<file path="src/rtl/bdag_pkg.sv">
package bdag_pkg;

    // Indirect access mode codes carried on ind_op_i
    typedef enum logic [2:0] {
        IND_PLAIN   = 3'd0,
        IND_POSTINC = 3'd1,
        IND_POSTDEC = 3'd2,
        IND_PREINC  = 3'd3,
        IND_OFFSET  = 3'd4
    } ind_op_e;

endpackage

</file>
<file path="src/rtl/bdag_direct.sv">
module bdag_direct #(
    parameter int AW    = 12,
    parameter int OW    = 8,
    parameter int SPLIT = 96
) (
    input  logic [OW-1:0]    opnd_i,
    input  logic             acc_sel_i,
    input  logic [AW-OW-1:0] bank_i,
    input  logic             ext_en_i,
    input  logic [AW-1:0]    idx_base_i,
    output logic [AW-1:0]    addr_o
);
    localparam int BW = AW - OW;

    logic low_half;
    assign low_half = (opnd_i < OW'(SPLIT));

    always_comb begin
        if (acc_sel_i) begin
            addr_o = {bank_i, opnd_i};
        end else if (ext_en_i && low_half) begin
            addr_o = idx_base_i + {{BW{1'b0}}, opnd_i};
        end else if (low_half) begin
            addr_o = {{BW{1'b0}}, opnd_i};
        end else begin
            addr_o = {{BW{1'b1}}, opnd_i};
        end
    end
endmodule

</file>
<file path="src/rtl/bdag_indirect.sv">
module bdag_indirect
    import bdag_pkg::*;
#(
    parameter int AW = 12,
    parameter int OW = 8
) (
    input  logic [AW-1:0] ptr_i,
    input  logic [2:0]    op_i,
    input  logic [OW-1:0] ofs_i,
    output logic [AW-1:0] addr_o,
    output logic [AW-1:0] nxt_o,
    output logic          upd_o
);
    logic [AW-1:0] ofs_ext;
    assign ofs_ext = {{(AW-OW){ofs_i[OW-1]}}, ofs_i};

    always_comb begin
        addr_o = ptr_i;
        nxt_o  = ptr_i;
        upd_o  = 1'b0;
        case (op_i)
            IND_POSTINC: begin
                nxt_o = ptr_i + AW'(1);
                upd_o = 1'b1;
            end
            IND_POSTDEC: begin
                nxt_o = ptr_i - AW'(1);
                upd_o = 1'b1;
            end
            IND_PREINC: begin
                addr_o = ptr_i + AW'(1);
                nxt_o  = ptr_i + AW'(1);
                upd_o  = 1'b1;
            end
            IND_OFFSET: begin
                addr_o = ptr_i + ofs_ext;
            end
            default: ;
        endcase
    end
endmodule

</file>
<file path="src/rtl/bdag_ptr_file.sv">
module bdag_ptr_file #(
    parameter int AW      = 12,
    parameter int NUM_PTR = 3,
    parameter int PW      = 2
) (
    input  logic                  clk,
    input  logic                  rst_n,
    input  logic                  ld_en_i,
    input  logic [PW-1:0]         ld_sel_i,
    input  logic [AW-1:0]         ld_val_i,
    input  logic                  upd_en_i,
    input  logic [PW-1:0]         upd_sel_i,
    input  logic [AW-1:0]         upd_val_i,
    output logic [NUM_PTR*AW-1:0] ptrs_o
);
    typedef struct packed {
        logic [NUM_PTR-1:0][AW-1:0] ptr;
    } ptr_state_t;

    ptr_state_t st_d, st_q;

    always_comb begin
        st_d = st_q;
        for (int k = 0; k < NUM_PTR; k++) begin
            if (ld_en_i && (32'(ld_sel_i) == k)) begin
                st_d.ptr[k] = ld_val_i;
            end else if (upd_en_i && (32'(upd_sel_i) == k)) begin
                st_d.ptr[k] = upd_val_i;
            end
        end
    end

    always_ff @(posedge clk or negedge rst_n) begin
        if (!rst_n) begin
            st_q <= '0;
        end else begin
            st_q <= st_d;
        end
    end

    for (genvar g = 0; g < NUM_PTR; g++) begin : g_out
        assign ptrs_o[g*AW +: AW] = st_q.ptr[g];
    end
endmodule

</file>
<file path="src/rtl/bank_addr_gen.sv">
module bank_addr_gen #(
    parameter int AW      = 12,
    parameter int OW      = 8,
    parameter int NUM_PTR = 3,
    parameter int SPLIT   = 96,
    localparam int BW     = AW - OW,
    localparam int PW     = (NUM_PTR > 1) ? $clog2(NUM_PTR) : 1
) (
    input  logic                  clk,
    input  logic                  rst_n,
    input  logic [OW-1:0]         opnd_i,
    input  logic                  acc_sel_i,
    input  logic [BW-1:0]         bank_i,
    input  logic                  ext_en_i,
    input  logic                  dest_bit_i,
    input  logic                  long_mv_i,
    input  logic [AW-1:0]         long_addr_i,
    input  logic                  ind_en_i,
    input  logic [PW-1:0]         ind_sel_i,
    input  logic [2:0]            ind_op_i,
    input  logic [OW-1:0]         ind_ofs_i,
    input  logic                  ld_en_i,
    input  logic [PW-1:0]         ld_sel_i,
    input  logic [AW-1:0]         ld_val_i,
    output logic [AW-1:0]         eff_addr_o,
    output logic                  dest_wreg_o,
    output logic [NUM_PTR*AW-1:0] ptrs_o
);
    localparam int IDX_PTR = NUM_PTR - 1;

    logic [AW-1:0] ptr_arr [NUM_PTR];
    logic [AW-1:0] ptr_sel;
    logic          sel_ok;
    logic [AW-1:0] dir_addr;
    logic [AW-1:0] ind_addr;
    logic [AW-1:0] ind_nxt;
    logic          ind_upd;
    logic          upd_en;

    for (genvar g = 0; g < NUM_PTR; g++) begin : g_unpack
        assign ptr_arr[g] = ptrs_o[g*AW +: AW];
    end

    assign sel_ok  = (32'(ind_sel_i) < NUM_PTR);
    assign ptr_sel = sel_ok ? ptr_arr[ind_sel_i] : '0;

    bdag_direct #(.AW(AW), .OW(OW), .SPLIT(SPLIT)) u_direct (
        .opnd_i     (opnd_i),
        .acc_sel_i  (acc_sel_i),
        .bank_i     (bank_i),
        .ext_en_i   (ext_en_i),
        .idx_base_i (ptr_arr[IDX_PTR]),
        .addr_o     (dir_addr)
    );

    bdag_indirect #(.AW(AW), .OW(OW)) u_indirect (
        .ptr_i  (ptr_sel),
        .op_i   (ind_op_i),
        .ofs_i  (ind_ofs_i),
        .addr_o (ind_addr),
        .nxt_o  (ind_nxt),
        .upd_o  (ind_upd)
    );

    assign upd_en = ind_en_i && ind_upd && sel_ok;

    bdag_ptr_file #(.AW(AW), .NUM_PTR(NUM_PTR), .PW(PW)) u_ptrs (
        .clk       (clk),
        .rst_n     (rst_n),
        .ld_en_i   (ld_en_i),
        .ld_sel_i  (ld_sel_i),
        .ld_val_i  (ld_val_i),
        .upd_en_i  (upd_en),
        .upd_sel_i (ind_sel_i),
        .upd_val_i (ind_nxt),
        .ptrs_o    (ptrs_o)
    );

    always_comb begin
        if (ind_en_i) begin
            eff_addr_o = ind_addr;
        end else if (long_mv_i) begin
            eff_addr_o = long_addr_i;
        end else begin
            eff_addr_o = dir_addr;
        end
    end

    assign dest_wreg_o = ~dest_bit_i;
endmodule

</file>
<file path="config.mk">
export PLATFORM = sky130hd
export DESIGN_NAME = bank_addr_gen
export DESIGN_NICKNAME = d
export VERILOG_FILES = /design/src/rtl/bdag_pkg.sv /design/src/rtl/bdag_direct.sv /design/src/rtl/bdag_indirect.sv /design/src/rtl/bdag_ptr_file.sv /design/src/rtl/bank_addr_gen.sv
export SDC_FILE = /design/constraint.sdc
export NUM_CORES = 1
export LEC_CHECK = 0
export BUFFER_PORTS_ARGS = -buffer_cell sky130_fd_sc_hd__buf_2
export CAP_MARGIN = 40
export CORE_MARGIN = 1.5
export CORE_UTILIZATION = 49
export CTS_BUF_LIST = sky130_fd_sc_hd__clkbuf_8 sky130_fd_sc_hd__clkbuf_16
export CTS_CLUSTER_SIZE = 12
export DETAILED_ROUTE_END_ITERATION = 7
export GPL_TIMING_DRIVEN = 0
export HOLD_SLACK_MARGIN = 0.12
export PLACE_DENSITY = 0.78
export SYNTH_ARGS = -nofsm -noshare
export SYNTH_HDL_FRONTEND = slang
export SYNTH_SLANG_ARGS = --single-unit
</file>
<file path="constraint.sdc">
create_clock -name clk -period 3.65 [get_ports clk]
set_input_delay 0.365 -clock clk [delete_from_list [all_inputs] [get_ports clk]]
set_output_delay 0.365 -clock clk [all_outputs]
set_load 0.01 [all_outputs]
</file>
==> metrics.cfg, run 1 <==
[outcome]
outcome = finished with violations
violations = setup timing

[clock_network]
holdBufCountCts = 0
tritoncts = done
root_buffer = clkbuf_8
cts_made_buffers = 5
h-tree-depth = 2
clk_latency_ns = 0.30
cts.sinks = 36
clock_path_buffers = 2
clk_pin_slew_ns = 0.08

[critical_path]
cp_num_cells = 14
crit_required_ns = 3.28
critPathSlowestCell = dfrtp_2
start_kind = register
crit_family = adder cells
critPathArrivalTime_ns = 3.33
worst_setup_path_end_kind = output port
critPathMaxFanout = 3
crit_type = register to output port
timing.rr.start = u_ptrs.ptrs_o[25]
path_buf_inv = 3
r2r_slack_ns = 0.75
r2r_cells = 10
reg2reg_to = u_ptrs.ptrs_o[32]
cp_cell_sequence = mux2i_1 > a2bb2oi_2 > inv_2 > ha_4 > fa_2 > nand3_2 > nand2_2 > maj3_2 > a211oi_2 > buf_4 > xnor2_2 > and3_1 > a211o_1 > buf_2
critPathMaxStageDelay_ns = 0.42

[placed_design]
hpwlAfterDp_um = 11700
pre_cts_ws_ns = -0.606
dp_cells = 760
place.gp.congestion = 1.01
portBuffers = 106

[yosys]
yosysTopAreaCell = dfrtp_1
synth_seq_cells = 36
avgSynthCellArea_um2 = 7.54
synth_cell_type_count = 73
yosys_warnings = 0
ys_seq_area_share_pct = 21.8
synthTopCellsByCount = nand2_1, a21oi_1, o21ai_0
synthFlopType = dfrtp_1
syn_area_um2 = 4130
synth-async-reset-ratio_pct = 100
synth_edf_count = 0
syn_inst = 547
synthTopCellsByArea = dfrtp_1, ha_1, a21oi_1
syn_nets = 628
yosysTopAreaCellShare_pct = 21.8
yosysMostFrequentCell = nand2_1

[finish]
largest_reg_flops = 36
nets = 763
fin_cells = 788
layout-drive-gt1-share_pct = 27.4
post-route-util_pct = 63.4
antenna_cells = 0
synthToLayoutAreaGrowth_pct = 25.6
fill_cells = 712
ff_latch_area_um2 = 905
multi_input_area_um2 = 3160

[global_routing]
grt_first_pass_wirelength_um = 23500
grt_pass1_vias = 4616
antenna_found_initial = 0
overflow = 0
met1_usage_pct = 44.9
busiest_layer = met2
grt_use_total_pct = 33.9
grt_start_max_net_pins = 37
grtUsageMet3_pct = 5.39
met2_usage_pct = 54.2

[power]
p_seq_share_pct = 28.2
p_sw_mw = 0.928
peakVddDrop_uv = 265
switching_share_pct = 45.2
power.internal_mw = 1.13
p_clk_share_pct = 15.5
power_density_nw_per_um2 = 396
p_comb_share_pct = 56.3
leakagePower_nw = 2.35

[drt]
wirelength_um = 15400
drt-initial-drc-count = 522
vias = 5036
drc = 0
drt-pass1-iter-count = 6
wl_per_cell_um = 19.6
final_antenna_net_count = 0
viasPerCell = 6.39

[floorplan]
design.die.area_um2 = 8980
core_area_um2 = 8180
placementRows = 33
start_util_pct = 50.5
dieHeight_um = 94.8
io_pins = 108
die_w_um = 94.8

[timing]
worst_slack_ns = -0.0414
setup_viol = 2
hold_viol = 0
finalCriticalPeriod_ns = 3.69
drv_slew = 0
whs_ns = 0.147
fmax_mhz = 271
maxSlewHeadroom_pct = 45.2
skew_ns = 0.00618
timing.final.crit_share_pct = 101
rsz0062_at_grt = true
worst-slew-pin-transition_ns = 0.821

[job]
cap_violations = 0

[worst_hold_path]
hold_class = primary input to async pin

final cells by class:
type	count	share of cell area [%]
Sequential cell	36	17.5
Clock inverter	2	0.266
Inverter	13	1.04
Clock buffer	6	1.59
Buffer	30	2.87
Timing Repair Buffer	128	13.3
Multi-Input combinational cell	468	60.9
Tap cell	105	2.54
worst max-delay path by stage:
stage | from | to | slack [ns]
finish | u_ptrs.ptrs_o[24] | eff_addr_o[8] | -0.04
global placement | ind_sel_i[1] | eff_addr_o[10] | -0.61
global route | u_ptrs.ptrs_o[24] | eff_addr_o[8] | -0.12
floorplan | ind_sel_i[1] | eff_addr_o[10] | 0.06
detailed placement | ind_sel_i[1] | eff_addr_o[10] | -0.61
CTS | ind_sel_i[1] | eff_addr_o[11] | 0.01
metrics by stage:
step | cell area (um2) | TNS [ns] | power, mW
2_1_floorplan | 4130 | 0 | 1.24
3_3_place_gp | 4790 | -2.53 | 1.58
3_5_place_dp | 4800 | -2.94 | 1.60
4_1_cts | 5040 | 0 | 1.97
5_1_grt | 5180 | -0.222 | 2.17
6_report | 5180 | -0.0482 | 2.05
power by group through the flow:
| stage | registers [mW] | clock network [mW] | logic [mW] |
|---|---|---|---|
| floorplan | 0.584 | 0 | 0.652 |
| global placement | 0.579 | 0 | 0.999 |
| detailed placement | 0.580 | 0 | 1.02 |
| CTS | 0.569 | 0.317 | 1.09 |
| global route | 0.585 | 0.331 | 1.25 |
| finish | 0.579 | 0.317 | 1.16 |
worst register-to-register path: stages, from the launching register on:
cell and delay (ns):
dfrtp_2 0.43, mux2i_4 0.17, a2bb2oi_4 0.25, buf_4 0.21, ha_1 0.25, o211ai_1 0.12
or4_4 0.45, nor4_2 0.16, a31oi_1 0.16, or4_1 0.56, nand3_1 0.08
timing repair:
action / CTS / global route
buffers inserted: 11 / 9
gates resized for setup: 18 / 22
pin swaps: 4 / 12
endpoints found under the setup margin: 7 / 6
layout by cell type (no fill, tap or decap), types with 4 or more instances in the layout:
cell / n
buf_2: 112
nand2_1: 62
a21oi_1: 48
nor2_1: 40
o21ai_0: 39
dfrtp_1: 33
buf_4: 21
clkbuf_1: 21
nand3_1: 21
mux2i_1: 20
and3_1: 20
ha_1: 18
a31oi_1: 16
xnor2_1: 15
nand4_1: 11
a211oi_1: 10
nor3_1: 10
nor2b_1: 9
xor2_1: 9
inv_1: 8
a21o_1: 8
o21ai_1: 7
clkbuf_8: 6
o2bb2ai_1: 5
and2_1: 4
or3_1: 4
a211o_1: 4
cells by family (layout without fill, tap and decap cells):
family	count (synthesis)	count (layout)	synth area share (%)
AND/OR/NAND/NOR	213	213	26.7
AO/OA/AOI/OAI	183	183	28.8
buffers and inverters	43	179	4.28
flip-flops	36	36	21.8
XOR/XNOR	25	25	5.31
adder cells (fa/ha/maj)	24	24	7.52
multiplexers	23	23	5.58
per-layer routing:
metal  wire length [um]  part of all wire [%]
met2               6960                    45
met3               1570                    10
met4                650                   4.2
met1               6250                    41
met5                  0                     0
Power figures use the tool's default switching activity.
==> run 2, diff against run 1 <==
- ABC_AREA: not set -> 1
- CTS_CLUSTER_SIZE: 12 -> not set
- GPL_TIMING_DRIVEN: 0 -> not set
==> run 2 against run 1 <==
The flow now finishes without violations. Register-to-register slack improved by 0.42 ns. Clock skew shrank 0.0019 ns. Via count is 3.4% higher. Synthesized cell count grew 25%. Sequential power down 0.9%. Area after synthesis down 0.76%. Clock power is 3% lower. Total power down 8.8%. Clock-buffer cell count rose by 1. Critical endpoint is now eff_addr_o[6]. Largest cell class unchanged.
==> metrics.cfg, run 2 <==
[yosys]
yosys_warnings = 0  ; unchanged
synth_edf_count = 0  ; unchanged
synthTopCellsByArea = dfrtp_1, nand2_1, nand3_1
yosysTopAreaCell = dfrtp_1
avgSynthCellArea_um2 = 6.00  ; -20%
synthTopCellsByCount = nand2_1, inv_1, nand3_1
synth_cell_type_count = 42  ; -42%
synthFlopType = dfrtp_1
syn_inst = 682  ; +25%
ys_seq_area_share_pct = 22.0  ; +0.17 points
synth-async-reset-ratio_pct = 100  ; unchanged
yosysTopAreaCellShare_pct = 22.0  ; +0.17 points
syn_area_um2 = 4090  ; -0.76%
yosysMostFrequentCell = nand2_1
synth_seq_cells = 36  ; unchanged
syn_nets = 763  ; +21%

[power]
p_sw_mw = 0.868  ; -6.5%
p_clk_share_pct = 16.4  ; +0.9 points
peakVddDrop_uv = 379  ; +43%
power.internal_mw = 1.00  ; -11%
power_density_nw_per_um2 = 384  ; -3.1%
switching_share_pct = 46.4  ; +1.2 points
leakagePower_nw = 2.63  ; +12%
p_comb_share_pct = 52.9  ; -3.4 points
p_seq_share_pct = 30.7  ; +2.5 points
p_total_mw = 1.87  ; -8.8%

[critical_path]
worst_setup_path_end_kind = output port
cp_cell_sequence = inv_1 > nor2_1 > nor2_1 > o21ai_2 > ha_1 > fa_1 > a21oi_1 > o21ai_0 > nand3_1 > nand2_1 > nand2_1 > nand2_1 > or2_2 > nand3_1 > nand3_1 > nand2_1 > nand2_1 > buf_2
crit_type = register to output port
timing.rr.start = u_ptrs.ptrs_o[0]
critPathArrivalTime_ns = 2.98  ; -0.35 ns
start_kind = register
cp_common_cell = nand2_1
critPathMaxStageDelay_ns = 0.41  ; about the same
critPathSlowestCell = dfrtp_1
critPathMaxFanout = 4  ; +1
crit_required_ns = 3.28  ; about the same
startpoint = u_ptrs.ptrs_o[12]

[drt]
wirelength_um = 14600  ; -5.5%
viasPerCell = 5.79  ; -9.5%
drc = 0  ; unchanged
drt-initial-drc-count = 434  ; -17%
drt-pass1-iter-count = 5  ; -1
final_antenna_net_count = 0  ; unchanged
wl_per_cell_um = 16.2  ; -17%
vias = 5207  ; +3.4%

[finish]
synthToLayoutAreaGrowth_pct = 19.1
antenna_cells = 0  ; unchanged
nets = 876  ; +15%
layout-drive-gt1-share_pct = 18.5  ; -8.9 points
post-route-util_pct = 59.9  ; -3.5 points
final_cell_mix = nand2_1, buf_2, inv_1, nand3_1, nor2_1
fill_cells = 825  ; +16%
largest_reg_flops = 36  ; unchanged
fin_cells = 900  ; +14%
mostFrequentLayoutCell = nand2_1
final_cell_area_um2 = 4870  ; -5.9%

[floorplan]
io_pins = 108  ; unchanged
dieHeight_um = 94.4  ; -0.37%
placementRows = 33  ; unchanged
start_util_pct = 50.3  ; -0.13 points
design.die.area_um2 = 8910  ; -0.74%
core_area_um2 = 8130  ; -0.51%
die_w_um = 94.4  ; -0.37%

[timing]
rsz0062_at_grt = false
timing.final.crit_share_pct = 91.7  ; -9.5 points
fmax_mhz = 299  ; +10%
skew_ns = 0.00425  ; -0.00194 ns
hold_viol = 0  ; unchanged
drv_slew = 0  ; unchanged
setup_viol = 0  ; -2
whs_ns = 0.152  ; +0.00466 ns
worst-slew-pin-transition_ns = 0.784  ; -0.0369 ns
worst_slack_ns = 0.304  ; +0.346 ns
maxSlewHeadroom_pct = 47.7  ; +2.5 points
setup_tns_ns = 0  ; +0.0482 ns
finalCriticalPeriod_ns = 3.35  ; -0.346 ns

[global_routing]
antenna_found_initial = 0  ; unchanged
grt_pass1_vias = 4656  ; +0.87%
grtUsageMet3_pct = 3.38  ; -2.0 points
grt_use_total_pct = 33.2  ; -0.71 points
met1_usage_pct = 46.1  ; +1.2 points
busiest_layer = met2
met2_usage_pct = 52.9  ; -1.3 points
grt_start_max_net_pins = 37  ; unchanged
grt_first_pass_wirelength_um = 22900  ; -2.3%
overflow = 0  ; unchanged

[placed_design]
hpwlAfterDp_um = 11700  ; -0.14%
dp_cells = 893  ; +18%
placed_area_um2 = 4780  ; -0.57%
pre_cts_ws_ns = 0.310  ; +0.916 ns
portBuffers = 107  ; +0.94%
place.gp.congestion = 0.987  ; -2.6%

[clock_network]
cts.sinks = 36  ; unchanged
clk_latency_ns = 0.29  ; about the same
h-tree-depth = 2  ; unchanged
cts_made_buffers = 5  ; unchanged
post_cts_buffers = 0  ; -11
clk_pin_slew_ns = 0.07  ; about the same
holdBufCountCts = 0  ; unchanged
clock_path_buffers = 2  ; unchanged
tritoncts = done
cts_resized = 0  ; -18
root_buffer = clkbuf_8

[worst_hold_path]
hold_class = primary input to async pin

[outcome]
outcome = completed

[job]
cap_violations = 0  ; unchanged

-- run 2: cell types whose count changed after synthesis, sizes merged, moves of 23 or more --
cell   before  now
nand2      63  229
inv        13   88
nand3      22   81
mux2i      23    0
nor2       40   63
-- run 2: cell type report --
type	count	area [um2]	share of cell area, %
clock buffers	7	96.3	1.98
repair buffers	115	593	12.2
inverters	90	338	6.93
well taps	105	131	2.70
flip-flops and latches	36	901	18.5
multi-input cells	547	2820	57.8
-- run 2: critical path, delay by kind of cell, from the launching register on --
family | cells | cell delay [ns]
AO/OA/AOI/OAI | 3 | 0.36
buffers and inverters | 2 | 0.20
flip-flops | 1 | 0.41
adder cells (fa/ha/maj) | 2 | 0.64
AND/OR/NAND/NOR | 11 | 1.08
-- run 2: worst paths after layout --
path | to | slack [ns] | depth (start not counted)
worst min register to register | u_ptrs.ptrs_o[14] | 0.54 | 2
worst max-delay path | eff_addr_o[6] | 0.30 | 18
min in group clk | u_ptrs.ptrs_o[29] | 0.33 | 3
worst min-delay path | u_ptrs.ptrs_o[0] | 0.15 | 1
max in group asynchronous | u_ptrs.ptrs_o[10] | 3.00 | 1
worst max register to register | u_ptrs.ptrs_o[18] | 1.17 | 12
-- run 2: logic make-up after synthesis --
kind of cell | synth area share (%)
flops | 22.0
buf+inv | 9.29
xor+xnor | 1.71
compound gates | 18.2
fa+ha+maj | 7.09
simple gates | 41.7
-- run 2: power by group through the flow --
stage	combinational, mW	clock, mW	sequential (mW)
5_1_grt	1.10	0.324	0.579
6_report	0.991	0.307	0.574
3_3_place_gp	0.946	0	0.577
2_1_floorplan	0.609	0	0.581
3_5_place_dp	0.967	0	0.576
4_1_cts	0.974	0.310	0.570
-- run 2: per-layer routing --
metal  part of all wire [%]  wire (um)
met5                      0          0
met3                    9.2       1350
met4                    3.4        495
met1                     42       6060
met2                     46       6670
